===== src/rtl/nic_csr_pkg.sv =====
package nic_csr_pkg;

  localparam int NUM_EXT_EVT = 6;
  localparam int NUM_EVT     = NUM_EXT_EVT + 1;  // plus software interrupt
  localparam logic [15:0] ACK_MASK = 16'hFD00;

  localparam logic [3:0] CU_OP_START  = 4'd1;
  localparam logic [3:0] CU_OP_RESUME = 4'd2;
  localparam logic [2:0] RU_OP_START  = 3'd1;
  localparam logic [2:0] RU_OP_RESUME = 3'd2;

  typedef struct packed {
    logic       wrAck;
    logic       wrCmdLo;
    logic       wrCmdHi;
    logic [3:0] wrPtrBe;
    logic       wrPort;
  } csrStrobes_t;

  // Status bit position of each latched event; index 6 is the software interrupt.
  function automatic int evtBitPos(input int idx);
    case (idx)
      0:       return 15;
      1:       return 14;
      2:       return 13;
      3:       return 12;
      4:       return 11;
      5:       return 8;
      default: return 10;
    endcase
  endfunction

endpackage


===== src/rtl/nic_csr_ctrl.sv =====
module nic_csr_ctrl
  import nic_csr_pkg::*;
#(
  parameter int ADDR_W = 5
) (
  input  logic              busWr,
  input  logic [ADDR_W-1:0] busAddr,
  input  logic [3:0]        busByteEn,
  input  logic [15:0]       statusWord,
  input  logic [15:0]       cmdWord,
  input  logic [31:0]       ptrWord,
  input  logic [31:0]       portWord,
  output csrStrobes_t       strb,
  output logic [31:0]       busRData
);
  localparam int IDX_W = ADDR_W - 2;
  localparam logic [IDX_W-1:0] IDX_SCB  = IDX_W'(0);
  localparam logic [IDX_W-1:0] IDX_PTR  = IDX_W'(1);
  localparam logic [IDX_W-1:0] IDX_PORT = IDX_W'(2);

  logic [IDX_W-1:0] dwIdx;
  assign dwIdx = busAddr[ADDR_W-1:2];

  always_comb begin
    strb         = '0;
    strb.wrAck   = busWr && (dwIdx == IDX_SCB) && busByteEn[1];
    strb.wrCmdLo = busWr && (dwIdx == IDX_SCB) && busByteEn[2];
    strb.wrCmdHi = busWr && (dwIdx == IDX_SCB) && busByteEn[3];
    strb.wrPtrBe = (busWr && (dwIdx == IDX_PTR)) ? busByteEn : 4'b0000;
    strb.wrPort  = busWr && (dwIdx == IDX_PORT) && (|busByteEn);
  end

  always_comb begin
    case (dwIdx)
      IDX_SCB:  busRData = {cmdWord, statusWord};
      IDX_PTR:  busRData = ptrWord;
      IDX_PORT: busRData = portWord;
      default:  busRData = '0;
    endcase
  end

endmodule


===== src/rtl/nic_csr_regs.sv =====
module nic_csr_regs
  import nic_csr_pkg::*;
(
  input  logic                   clk,
  input  logic                   rstN,
  input  csrStrobes_t            strb,
  input  logic [31:0]            wData,
  input  logic [NUM_EXT_EVT-1:0] evtPulse,
  input  logic                   cuAccept,
  input  logic                   ruAccept,
  input  logic [1:0]             cuState,
  input  logic [2:0]             ruState,
  input  logic                   ruNoBuf,
  output logic [15:0]            statusWord,
  output logic [15:0]            cmdWord,
  output logic [31:0]            ptrWord,
  output logic [31:0]            portWord,
  output logic                   portStrobe,
  output logic [3:0]             cuCmd,
  output logic [2:0]             ruCmd,
  output logic [31:0]            cuPtr,
  output logic [31:0]            ruPtr,
  output logic                   irq
);
  logic [NUM_EVT-1:0] evt;
  logic [NUM_EVT-1:0] evtSet;
  logic               maskBit;
  logic               swiReq;
  logic               cuCapture;
  logic               ruCapture;

  assign swiReq = strb.wrCmdHi && wData[25];
  assign evtSet = {swiReq, evtPulse};

  // Event latches: a new event takes priority over its acknowledge.
  for (genvar i = 0; i < NUM_EVT; i++) begin : g_evt
    localparam int POS = evtBitPos(i);
    logic ackHit;
    assign ackHit = strb.wrAck && wData[POS] && ACK_MASK[POS];

    always_ff @(posedge clk or negedge rstN) begin
      if (!rstN)          evt[i] <= 1'b0;
      else if (evtSet[i]) evt[i] <= 1'b1;
      else if (ackHit)    evt[i] <= 1'b0;
    end

    a_r4_set_wins: assert property (@(posedge clk) disable iff (!rstN)
      evtSet[i] |=> evt[i]);
    a_r2_sticky: assert property (@(posedge clk) disable iff (!rstN)
      (evt[i] && !ackHit) |=> evt[i]);
  end

  always_comb begin
    statusWord = '0;
    for (int i = 0; i < NUM_EVT; i++) statusWord[evtBitPos(i)] = evt[i];
    statusWord[7:6] = cuState;
    statusWord[5]   = ruNoBuf;
    statusWord[4:2] = ruState;
  end

  // Opcode fields: a fresh write wins over an acceptance in the same cycle.
  always_ff @(posedge clk or negedge rstN) begin
    if (!rstN) begin
      cuCmd   <= '0;
      ruCmd   <= '0;
      maskBit <= 1'b0;
    end else begin
      if (strb.wrCmdLo)  cuCmd <= wData[23:20];
      else if (cuAccept) cuCmd <= '0;
      if (strb.wrCmdLo)  ruCmd <= wData[18:16];
      else if (ruAccept) ruCmd <= '0;
      if (strb.wrCmdHi)  maskBit <= wData[24];
    end
  end

  assign cmdWord = {6'b0, 1'b0, maskBit, cuCmd, 1'b0, ruCmd};

  assign cuCapture = cuAccept && (cuCmd == CU_OP_START || cuCmd == CU_OP_RESUME);
  assign ruCapture = ruAccept && (ruCmd == RU_OP_START || ruCmd == RU_OP_RESUME);

  always_ff @(posedge clk or negedge rstN) begin
    if (!rstN) begin
      cuPtr <= '0;
      ruPtr <= '0;
    end else begin
      if (cuCapture) cuPtr <= ptrWord;
      if (ruCapture) ruPtr <= ptrWord;
    end
  end

  for (genvar b = 0; b < 4; b++) begin : g_ptr
    always_ff @(posedge clk or negedge rstN) begin
      if (!rstN)                ptrWord[8*b +: 8] <= '0;
      else if (strb.wrPtrBe[b]) ptrWord[8*b +: 8] <= wData[8*b +: 8];
    end
  end

  always_ff @(posedge clk or negedge rstN) begin
    if (!rstN) begin
      portWord   <= '0;
      portStrobe <= 1'b0;
    end else begin
      portStrobe <= strb.wrPort;
      if (strb.wrPort) portWord <= wData;
    end
  end

  assign irq = (|evt) && !maskBit;

  a_r5_cu_hold: assert property (@(posedge clk) disable iff (!rstN)
    (cuCmd != '0 && !cuAccept && !strb.wrCmdLo) |=> $stable(cuCmd));
  a_r5_cu_clear: assert property (@(posedge clk) disable iff (!rstN)
    (cuAccept && !strb.wrCmdLo) |=> (cuCmd == '0));
  a_r6_ru_clear: assert property (@(posedge clk) disable iff (!rstN)
    (ruAccept && !strb.wrCmdLo) |=> (ruCmd == '0));
  a_r7_cu_capture: assert property (@(posedge clk) disable iff (!rstN)
    cuCapture |=> (cuPtr == $past(ptrWord)));
  a_r7_ru_keep: assert property (@(posedge clk) disable iff (!rstN)
    !ruCapture |=> $stable(ruPtr));
  a_r8_irq_source: assert property (@(posedge clk) disable iff (!rstN)
    irq |-> ((statusWord & ACK_MASK) != 16'h0));
  a_r11_port_pulse: assert property (@(posedge clk) disable iff (!rstN)
    !strb.wrPort |=> !portStrobe);

endmodule


===== src/rtl/nic_csr_unit.sv =====
module nic_csr_unit
  import nic_csr_pkg::*;
#(
  parameter int ADDR_W = 5
) (
  input  logic                   clk,
  input  logic                   rstN,
  input  logic                   busWr,
  input  logic [ADDR_W-1:0]      busAddr,
  input  logic [3:0]             busByteEn,
  input  logic [31:0]            busWData,
  output logic [31:0]            busRData,
  input  logic [NUM_EXT_EVT-1:0] evtPulse,
  input  logic                   cuAccept,
  input  logic                   ruAccept,
  input  logic [1:0]             cuState,
  input  logic [2:0]             ruState,
  input  logic                   ruNoBuf,
  output logic [3:0]             cuCmd,
  output logic [2:0]             ruCmd,
  output logic [31:0]            cuPtr,
  output logic [31:0]            ruPtr,
  output logic [31:0]            portWord,
  output logic                   portStrobe,
  output logic                   irq
);
  csrStrobes_t strb;
  logic [15:0] statusWord;
  logic [15:0] cmdWord;
  logic [31:0] ptrWord;

  nic_csr_ctrl #(.ADDR_W(ADDR_W)) u_ctrl (
    .busWr      (busWr),
    .busAddr    (busAddr),
    .busByteEn  (busByteEn),
    .statusWord (statusWord),
    .cmdWord    (cmdWord),
    .ptrWord    (ptrWord),
    .portWord   (portWord),
    .strb       (strb),
    .busRData   (busRData)
  );

  nic_csr_regs u_regs (
    .clk        (clk),
    .rstN       (rstN),
    .strb       (strb),
    .wData      (busWData),
    .evtPulse   (evtPulse),
    .cuAccept   (cuAccept),
    .ruAccept   (ruAccept),
    .cuState    (cuState),
    .ruState    (ruState),
    .ruNoBuf    (ruNoBuf),
    .statusWord (statusWord),
    .cmdWord    (cmdWord),
    .ptrWord    (ptrWord),
    .portWord   (portWord),
    .portStrobe (portStrobe),
    .cuCmd      (cuCmd),
    .ruCmd      (ruCmd),
    .cuPtr      (cuPtr),
    .ruPtr      (ruPtr),
    .irq        (irq)
  );

endmodule


===== config.mk =====
export PLATFORM = sky130hd
export DESIGN_NAME = nic_csr_unit
export DESIGN_NICKNAME = d
export VERILOG_FILES = /design/src/rtl/nic_csr_pkg.sv /design/src/rtl/nic_csr_ctrl.sv /design/src/rtl/nic_csr_regs.sv /design/src/rtl/nic_csr_unit.sv
export SDC_FILE = /design/constraint.sdc
export NUM_CORES = 1
export LEC_CHECK = 0
export ABC_AREA = 1
export BUFFER_PORTS_ARGS = -buffer_cell sky130_fd_sc_hd__buf_2
export CAP_MARGIN = 40
export CORE_ASPECT_RATIO = 1.1
export CORE_MARGIN = 3
export CORE_UTILIZATION = 28
export CTS_BUF_LIST = sky130_fd_sc_hd__clkbuf_4
export CTS_CLUSTER_SIZE = 16
export DETAILED_ROUTE_END_ITERATION = 10
export GPL_TIMING_DRIVEN = 0
export SYNTH_ARGS = -nofsm -noshare
export SYNTH_HDL_FRONTEND = slang
export SYNTH_SLANG_ARGS = --single-unit

===== constraint.sdc =====
create_clock -name clk -period 3.2 [get_ports clk]
set_input_delay 0.48 -clock clk [delete_from_list [all_inputs] [get_ports clk]]
set_output_delay 0.48 -clock clk [all_outputs]
set_load 0.05 [all_outputs]

==> results.tsv, run 1 <==
stage	metric	value	unit
clock_tree	clock_latency	560	ps
placed_design	routabilityCongestion	0.7899	
synthesis	synth_area_per_cell	8.535	sq um
synthesis	synth_edf_count	0	
synthesis	synthesis.area	6120	sq um
drt	drc	0	
grt	grt_pass1_vias	5508	
power_and_ir_drop	p_leak	0.004274	uW
placed_design	post-dp-hpwl	15610	um
placed_design	post-place-ws	656.3	ps
job	drv_cap	0	
drt	via_count	5545	
clock_tree	clockBufferDepth	2	
grt	grt_overflow	0	
layout	drive_above_1_share	0.2665	
drt	drt_iter0_markers	347	
clock_tree	clock-sinks	144	
clock_tree	cts_tree	done	
power_and_ir_drop	power	5964	uW
synthesis	synth.largest_area_cell	dfrtp_1	
clock_tree	numCtsBuffers	17	
drt	via_per_inst	4.486	
clock_tree	cts-resized-gates	0	
synthesis	yosys_most_used_dff	dfrtp_1	
synthesis	yosysSeqAreaShare	0.5888	
timing	post-route-period-util	0.7833	
worst_hold_path	min_from	evtPulse[2]	
clock_tree	cts_htree_levels	4	
grt	gr-usage-all-layers	0.1824	
synthesis	synth_async_sr_flop_share	1.000	
die	ios	195	
die	die_h	161.1	um
synthesis	yosysMostFrequentCell	nand2_1	
critical_path	critical_path_class	in2out	
power_and_ir_drop	powerDensity	763.3	nW/um^2
die	initial_core_util	0.2864	
timing	maxSlewViolCount	0	
placed_design	dpl_cell_area	7472	sq um
timing	worst_pin_slew	672.5	ps
critical_path	cp.required	2720	ps
timing	setup_ws	693.6	ps
grt	grt_max_degree	86	
critical_path	regToRegStartpoint	u_regs.ruCmd[1]	
power_and_ir_drop	peakVddDrop	275.0	uV
drt	routed_wl	21310	um
placed_design	io_buffers	191	
timing	hold_ws	86.33	ps
drt	ant_nets	0	
timing	rsz0062_at_grt	false	
drt	drtPass1Iterations	6	
drt	wl_per_cell	17.24	um
critical_path	end_kind	output pin	
critical_path	arrival	2030	ps
critical_path	worstSetupStartpoint	busAddr[3]	
die	die_w	147.0	um
layout	fillCellCount	2286	
layout	postLayoutCellArea	7812	sq um
die	core	21370	sq um
synthesis	synth.net_count	775	
synthesis	synth_cells	717	
grt	grt_first_pass_wirelength	32880	um
layout	layout.nets	987	
worst_hold_path	hold_path_class	in2reg	
synthesis	synth_cell_types	22	
clock_tree	clock-root-buffer	clkbuf_4	
die	die-area	23670	sq um
synthesis	synth_seq_cells	144	
synthesis	synth_warnings	0	
layout	area_growth_syn_to_layout	27.66	%
timing	hold_violations	0	
timing	max_clock_freq	399.0	MHz
synthesis	synth_top_area_share	0.5888	
outcome	status	complete, no violations	
critical_path	crit_path_max_fanout	10	
die	rows	56	
timing	clock_skew	27.18	ps
timing	setup_violations	0	
grt	antenna_found_initial	5	
critical_path	worst_setup_path_start_kind	primary input	
synthesis	synth_common_cells	nand2_1 (295), dfrtp_1 (144), o21ai_0 (82)	
timing	slew_headroom	0.5516	
clock_tree	clkTransAtPathRegs	140	ps
timing	min_period	2506	ps
synthesis	yosys-top-cells-area	dfrtp_1 (59%), nand2_1 (18%), o21ai_0 (6.7%), inv_1 (4.2%), nand3_1 (3.4%)	
-- final cells by class --
type | count | area [sq um] | area share
Timing Repair Buffer | 193 | 999.7 | 0.1280
Multi-Input combinational cell | 468 | 2076 | 0.2657
Antenna cell | 4 | 10.01 | 0.001281
Inverter | 72 | 270.3 | 0.03459
Buffer | 33 | 170.2 | 0.02178
Tap cell | 290 | 362.8 | 0.04644
Clock buffer | 17 | 127.6 | 0.01634
Sequential cell | 144 | 3603 | 0.4612
Clock inverter | 15 | 192.7 | 0.02466
-- stage by stage --
step / std cells / TNS [ps] / util
CTS: 1232 / 0 / 0.3651
finish: 1236 / 0 / 0.3656
global route: 1235 / 0 / 0.3655
global placement: 1198 / -83010 / 0.3481
detailed placement: 1199 / 0 / 0.3496
floorplan: 717 / 0 / -
-- repair_timing --
action                                 4_1_cts  5_1_grt
hold buffers                                 1        0
endpoints found under the hold margin       59        0
buffers inserted                             0        0
-- final timing paths --
check / depth (start not counted) / slack (ps) / endpoint
worst max-delay path: 6 / 690 / busRData[24]
worst min-delay path: 3 / 90 / u_regs.statusWord[13]
worst max register to register: 6 / 1380 / u_regs.ruPtr[12]
worst min register to register: 2 / 480 / u_regs.ptrWord[24]
max in group asynchronous: 3 / 1910 / u_regs.maskBit
min in group asynchronous: 2 / 450 / u_regs.ptrWord[18]
-- state kept, by name, summed over array words and instances, names as in the netlist --
name,flops
u_regs.cuPtr,32
u_regs.ruCmd,3
u_regs.ptrWord,32
u_regs.portStrobe,1
u_regs.cuCmd,4
u_regs.ruPtr,32
u_regs.statusWord,7
u_regs.maskBit,1
u_regs.portWord,32
-- power by group --
part / leakage (uW) / internal, uW / switching [uW]
Clock: 0.000167 / 615 / 703
Sequential: 0.00185 / 2200 / 242
Combinational: 0.00226 / 449 / 1750
-- layer usage --
layer / GRT usage / part of all wire / routed length, um / vias up
met2: 0.2895 / 0.46 / 9901 / 157
met4: 0.06102 / 0.022 / 473 / 4
li1: - / - / - / 2710
met3: 0.04040 / 0.052 / 1115 / 30
met5: 0 / 0.00075 / 16 / -
met1: 0.2491 / 0.46 / 9801 / 2644
-- worst max-delay path: stages --
cell,delay [ps]
buf_2,120
nor2_2,170
nand2_2,200
clkbuf_1,340
o211ai_1,370
buf_2,330
-- layout by cell type, fill, tap and decap left out, drive strengths merged --
master / n
o21bai: 7
nor3: 1
o21ai: 82
nand3: 42
nor2: 9
clkinvlp: 2
clkbuf: 32
nand2: 300
a21oi: 2
nand4: 4
o211ai: 21
bufinv: 4
diode: 4
inv: 72
dfrtp: 144
dlygate4sd3: 1
buf: 210
clkinv: 9
-- cell families (layout without fill, tap and decap cells) --
family,Yosys count,count (layout),synth area share
other cells,0,4,0
compound gates,112,112,0.1030
buf+inv,105,330,0.07197
simple gates,356,356,0.2361
flops,144,144,0.5888
Power figures use the tool's default switching activity.
==> run 2: changes to the inputs <==
Settings changed: ABC_AREA 1 to 0.
Clock period 3.2 ns to 2.29 ns, I/O delays scaled along.
==> results.tsv, run 2 <==
stage	metric	value	unit	change
outcome	status	complete, no violations		unchanged
drt	via_count	4530		was 5545
placed_design	io_buffers	189		was 191
clock_tree	cts_tree	done		unchanged
power_and_ir_drop	p_leak	0.004161	uW	was 0.004274 uW
critical_path	critical_path_class	reg2out		was in2out
layout	drive_above_1_share	0.5674		was 0.2665
clock_tree	cts_htree_levels	4		unchanged
timing	setup_tns	0	ps	unchanged
critical_path	worst_setup_path_start_kind	flip-flop		was primary input
timing	hold_violations	0		unchanged
clock_tree	clock-root-buffer	clkbuf_4		unchanged
synthesis	synth_edf_count	0		unchanged
layout	fin_util	0.3756		was 0.3656
critical_path	crit_path_max_fanout	4		was 10
timing	worst_pin_slew	790.9	ps	was 672.5 ps
worst_hold_path	hold_path_class	in2reg		unchanged
synthesis	yosysSeqAreaShare	0.5660		was 0.5888
clock_tree	clkTransAtPathRegs	130	ps	was 140 ps
layout	multi_input_area	2580	sq um	was 2076 sq um
synthesis	synth.net_count	511		was 775
timing	post-route-period-util	0.9412		
layout	fillCellCount	2218		was 2286
clock_tree	postCtsSetupRepairBufs	0		unchanged
timing	setup_violations	0		unchanged
layout	layout_common_cells	buf_2 (194), dfrtp_1 (142), mux2_2 (102)		was nand2_1 (295), buf_2 (203), dfrtp_1 (144)
synthesis	synth_top_area_share	0.5660		was 0.5888
timing	clock_skew	21.76	ps	was 27.18 ps
drt	drtPass1Iterations	4		was 6
grt	grt_pass1_vias	4756		was 5508
layout	layout.nets	751		was 987
grt	grt_overflow	0		unchanged
die	ios	195		unchanged
drt	drt_iter0_markers	137		was 347
critical_path	end_kind	output pin		unchanged
grt	grt_first_pass_wirelength	28910	um	was 32880 um
timing	min_period	2155	ps	
critical_path	cp.required	1950	ps	was 2720 ps
clock_tree	clock-sinks	144		unchanged
clock_tree	numCtsBuffers	17		unchanged
die	die_h	164.1	um	was 161.1 um
grt	grt_max_degree	88		was 86
timing	slew_headroom	0.4727		was 0.5516
worst_hold_path	whs_path_depth	2		was 3
layout	area_growth_syn_to_layout	31.27	%	was 27.66%
job	drv_cap	0		unchanged
die	initial_core_util	0.2861		was 0.2864
drt	via_per_inst	4.525		was 4.486
drt	ant_nets	0		unchanged
power_and_ir_drop	peakVddDrop	599.6	uV	was 275.0 uV
clock_tree	clock_latency	540	ps	was 560 ps
power_and_ir_drop	powerDensity	1112	nW/um^2	was 763.3 nW/um^2
grt	gr-usage-all-layers	0.1594		was 0.1824
grt	antenna_found_initial	1		was 5
die	core	22250	sq um	was 21370 sq um
synthesis	yosys-top-cells-area	dfrtp_1 (57%), mux2_2 (18%), mux2_4 (6.8%), mux2i_1 (3.3%), or2_2 (2.1%)		was dfrtp_1 (59%), nand2_1 (18%), o21ai_0 (6.7%), inv_1 (4.2%), nand3_1 (3.4%)
synthesis	synth_seq_cells	144		unchanged
layout	layout_commonest_cell	buf_2		was nand2_1
critical_path	r2r_cells	4		was 6
critical_path	critPathMaxStageDelay	440	ps	was 370 ps
critical_path	cp_slowest_cell	dfrtp_1		was o211ai_1
timing	max_clock_freq	463.9	MHz	
critical_path	arrival	1810	ps	was 2030 ps
die	die_w	149.8	um	was 147.0 um
synthesis	synth_common_cells	dfrtp_1 (144), mux2_2 (102), mux2_4 (29)		was nand2_1 (295), dfrtp_1 (144), o21ai_0 (82)
synthesis	synth_area_per_cell	14.05	sq um	was 8.535 sq um
die	die-area	24580	sq um	was 23670 sq um
synthesis	synth_cell_types	27		was 22
synthesis	yosysMostFrequentCell	dfrtp_1		was nand2_1
drt	wl_per_cell	19.33	um	was 17.24 um
drt	routed_wl	19350	um	was 21310 um
synthesis	synth.largest_area_cell	dfrtp_1		unchanged
synthesis	synth_warnings	0		unchanged
synthesis	synthesis.area	6366	sq um	was 6120 sq um
placed_design	post-dp-hpwl	13500	um	was 15610 um
synthesis	yosys_most_used_dff	dfrtp_1		unchanged
drt	drc	0		unchanged
layout	seq_area	3606	sq um	was 3603 sq um
timing	maxSlewViolCount	0		unchanged
die	rows	57		was 56
clock_tree	clockBufferDepth	2		unchanged
placed_design	routabilityCongestion	0.7335		was 0.7899
synthesis	synth_async_sr_flop_share	1.000		unchanged
synthesis	synth_cells	453		was 717
critical_path	path_cells	mux2i_1 -> or2_2 -> a21oi_1 -> buf_4		was buf_2 -> nor2_2 -> nand2_2 -> clkbuf_1 -> o211ai_1 -> buf_2
run 2: cell count changes after synthesis, sizes merged, moves of 7 or more:
cell	previous run	this run
or2	0	21
mux2i	0	21
nand2	300	27
mux2	0	136
o21ai	82	0
nor2b	0	9
inv	71	0
nand3	42	8
o211ai	21	0
a22oi	0	11
o21bai	7	0
a21oi	2	22
run 2: path summary, 6_finish.rpt:
check	from	to	slack, ps
hold / removal	busWData[18]	u_regs.portWord[18]	70
setup / recovery	u_regs.ptrWord[15]	busRData[15]	130
setup reg to reg	u_regs.ruCmd[1]	u_regs.ruPtr[10]	470
max in group asynchronous	rstN	u_regs.portWord[24]	1090
min in group asynchronous	rstN	u_regs.statusWord[14]	330
hold reg to reg	u_regs.ruPtr[4]	u_regs.ruPtr[4]	510
run 2: layout make-up:
| cell class | instances | share of cell area |
|---|---|---|
| multi-input cells | 283 | 0.3087 |
| well taps | 295 | 0.04417 |
| diodes | 1 | 0.0002994 |
| plain buffers | 26 | 0.02231 |
| clock buffers | 19 | 0.01707 |
| flip-flops and latches | 144 | 0.4315 |
| clock inverters | 12 | 0.02006 |
| repair buffers | 221 | 0.1559 |
run 2: kinds of logic (layout without fill, tap and decap cells):
group | after synthesis | after routing | synth area share
and+or+nand+nor | 84 | 84 | 0.07292
AOI/OAI and AO/OA | 40 | 40 | 0.03892
DFF | 144 | 144 | 0.5660
buffers and inverters | 26 | 278 | 0.02869
muxes | 157 | 157 | 0.2907
xor gates and xnor gates | 2 | 2 | 0.002752
other | 0 | 1 | 0
run 2: through the flow:
| stage | cell area, sq um | cells | total power (uW) | hold slack [ps] | setup WS (ps) |
|---|---|---|---|---|---|
| after floorplan | 6366 | 453 | 6508 | 47.91 | 102.9 |
| after global placement | 7681 | 937 | 7472 | 483.3 | -1394 |
| after detailed placement | 7715 | 938 | 7527 | 363.4 | -210.8 |
| after CTS | 8338 | 1000 | 9420 | 0.6417 | 0.6990 |
| after global routing | 8357 | 1001 | 9763 | 8.015 | -31.15 |
| final | 8357 | 1001 | 9291 | 74.22 | 134.6 |
run 2: worst max-delay path, delay by kind of cell, from the launching register on:
| family | cells | cell delay, ps |
|---|---|---|
| DFF | 1 | 440 |
| and+or+nand+nor | 1 | 290 |
| muxes | 1 | 100 |
| buffers and inverters | 1 | 250 |
| AOI/OAI and AO/OA | 1 | 200 |
run 2: where the power goes:
group | internal [uW] | switching, uW
Clock | 875 | 933
Combinational | 1120 | 2710
Sequential | 3200 | 453
Total | 5200 | 4100
run 2: per-layer routing:
layer / wire, um / up-vias / share of wire / global-route usage
li1: - / 2089 / - / -
met4: 246 / 0 / 0.013 / 0.04784
met1: 8487 / 2289 / 0.44 / 0.2030
met5: 0 / - / 0 / 0
met2: 9548 / 134 / 0.49 / 0.2683
met3: 1067 / 18 / 0.055 / 0.03974
run 2: what timing repair did:
item                                    4_1_cts  5_1_grt
hold buffers                                 31        0
pin swaps                                     0        0
gates resized for setup                       2       13
endpoints found under the setup margin       20       15
endpoints found under the hold margin       109        0
==> run 3: changes to the inputs <==
--- a/config.mk
+++ b/config.mk
@@ -10,5 +10,4 @@
 export CAP_MARGIN = 40
 export CORE_ASPECT_RATIO = 1.1
-export CORE_MARGIN = 3
 export CORE_UTILIZATION = 28
 export CTS_BUF_LIST = sky130_fd_sc_hd__clkbuf_4
==> constraint.sdc (replaced) <==
create_clock -name clk -period 2.29 [get_ports clk]
set_input_delay 0.3435 -clock clk [delete_from_list [all_inputs] [get_ports clk]]
set_output_delay 0.3435 -clock clk [all_outputs]
set_load 0.01 [all_outputs]
==> results.tsv, run 3 (same netlist as run 2, synthesis figures left out) <==
stage	metric	value	unit	change
outcome	status	complete, no violations		unchanged
layout	layout_commonest_cell	buf_2		unchanged
die	rows	57		unchanged
drt	drt_iter0_markers	96		was 137
die	die_h	160.1	um	was 164.1 um
power_and_ir_drop	powerDensity	881.4	nW/um^2	was 1112 nW/um^2
layout	fillCellCount	2220		was 2218
layout	area_growth_syn_to_layout	31.05	%	was 31.27%
clock_tree	cts_tree	done		unchanged
critical_path	critical_path_class	in2out		was reg2out
timing	setup_tns	0	ps	unchanged
grt	grt_pass1_vias	4800		was 4756
critical_path	cp.required	1950	ps	about the same
layout	multi_input_area	2580	sq um	unchanged
layout	layout_common_cells	buf_2 (199), dfrtp_1 (144), mux2_2 (102)		was buf_2 (194), dfrtp_1 (142), mux2_2 (102)
clock_tree	cts_htree_levels	4		unchanged
placed_design	routabilityCongestion	0.7411		was 0.7335
die	die_w	145.8	um	was 149.8 um
drt	routed_wl	18800	um	was 19350 um
layout	layout.nets	755		was 751
timing	rsz0062_at_grt	false		
critical_path	worst_setup_path_start_kind	primary input		was flip-flop
placed_design	io_buffers	189		unchanged
critical_path	end_kind	output pin		unchanged
layout	postLayoutCellArea	8343	sq um	was 8357 sq um
power_and_ir_drop	p_leak	0.004159	uW	was 0.004161 uW
die	core	22180	sq um	was 22250 sq um
timing	slew_headroom	0.4436		was 0.4727
clock_tree	postCtsSetupRepairBufs	0		unchanged
timing	worst_pin_slew	834.6	ps	was 790.9 ps
die	die-area	23340	sq um	was 24580 sq um
drt	wl_per_cell	18.74	um	was 19.33 um
timing	min_period	2053	ps	was 2155 ps
timing	clock_skew	37.58	ps	was 21.76 ps
drt	via_per_inst	4.555		was 4.525
worst_hold_path	hold_path_class	in2reg		unchanged
clock_tree	clock-root-buffer	clkbuf_4		unchanged
timing	max_clock_freq	487.1	MHz	was 463.9 MHz
grt	gr-usage-all-layers	0.1664		was 0.1594
die	ios	195		unchanged
drt	via_count	4569		was 4530
critical_path	crit_path_max_fanout	10		was 4
placed_design	post-dp-hpwl	13110	um	was 13500 um
timing	hold_violations	0		unchanged
drt	drtPass1Iterations	6		was 4
job	drv_cap	0		unchanged
layout	n_antenna_cell	0		was 1
clock_tree	clockBufferDepth	2		unchanged
grt	grt_overflow	0		unchanged
drt	drc	0		unchanged
grt	grt_first_pass_wirelength	28890	um	was 28910 um
timing	maxSlewViolCount	0		unchanged
clock_tree	numCtsBuffers	17		unchanged
grt	antenna_found_initial	1		unchanged
die	initial_core_util	0.2870		was 0.2861
grt	grt_max_degree	80		was 88
power_and_ir_drop	peakVddDrop	377.2	uV	was 599.6 uV
critical_path	arrival	1710	ps	was 1810 ps
placed_design	dpl_cell_area	7715	sq um	unchanged
clock_tree	clkTransAtPathRegs	100	ps	was 130 ps
timing	post-route-period-util	0.8965		was 0.9412
clock_tree	clock-sinks	144		unchanged
layout	drive_above_1_share	0.5565		was 0.5674
timing	setup_violations	0		unchanged
drt	ant_nets	0		unchanged
layout	seq_area	3603	sq um	was 3606 sq um
clock_tree	clock_latency	560	ps	was 540 ps
run 3: changes by cell type in the layout (fill, tap and decap cells not counted), sizes merged:
cell and delta:
clkbuf +1, buf +1, clkinv -2, dlygate4sd3 +4, diode -1, bufinv -1
run 3: per-layer routing:
| metal | track usage | share of wire | vias up |
|---|---|---|---|
| li1 | - | - | 2088 |
| met1 | 0.2150 | 0.45 | 2337 |
| met2 | 0.2766 | 0.49 | 128 |
| met3 | 0.04343 | 0.051 | 14 |
| met4 | 0.03971 | 0.0085 | 2 |
| met5 | 0 | 0.00069 | - |
run 3: path summary, 6_finish.rpt:
| path | startpoint | to | slack, ps | cells after the start |
|---|---|---|---|---|
| worst min register to register | u_regs.cuPtr[17] | u_regs.cuPtr[17] | 510 | 1 |
| worst max register to register | u_regs.ruCmd[1] | u_regs.ruPtr[6] | 500 | 4 |
| min in group asynchronous | rstN | u_regs.portWord[14] | 350 | 2 |
| worst min-delay path | busWData[21] | u_regs.portWord[21] | 70 | 2 |
| worst max-delay path | busAddr[3] | busRData[9] | 240 | 7 |
| max in group asynchronous | rstN | u_regs.cuPtr[0] | 1110 | 3 |
run 3: what timing repair did:
action | CTS | global route
endpoints found under the hold margin | 131 | 5
resized for setup | 1 | 2
setup endpoints to repair | 3 | 4
hold buffers | 31 | 4
run 3: layout make-up:
class                      count  share of cell area
clock buffer                  21             0.01890
clock inverter                 9             0.01410
multi-input combinational    283              0.3092
tap                          295             0.04424
timing repair buffer         225              0.1594
buffer                        26             0.02220
sequential                   144              0.4319
run 3: critical path, stage by stage:
cell and delay, ps:
buf_2 170, nor2b_1 140, buf_2 160, clkbuf_1 470
a22oi_1 140, nor2_1 140, buf_2 150
run 3: stage by stage:
stage / total power (uW) / worst slack [ps] / hold WS, ps / util / instances
floorplan: 4739 / 675.6 / 47.91 / - / 453
global placement: 5648 / -1381 / 483.4 / 0.3463 / 937
detailed placement: 5707 / -43.65 / 436.9 / 0.3478 / 938
CTS: 7467 / 69.76 / 0.4254 / 0.3743 / 999
global route: 7820 / 91.77 / 7.768 / 0.3761 / 1003
finish: 7354 / 237.1 / 67.74 / 0.3761 / 1003
run 3: power breakdown:
group	internal [uW]	switching (uW)	total, uW
Sequential	3200	453	3650
Clock	779	906	1680
Combinational	1110	905	2020
Total	5090	2260	7350
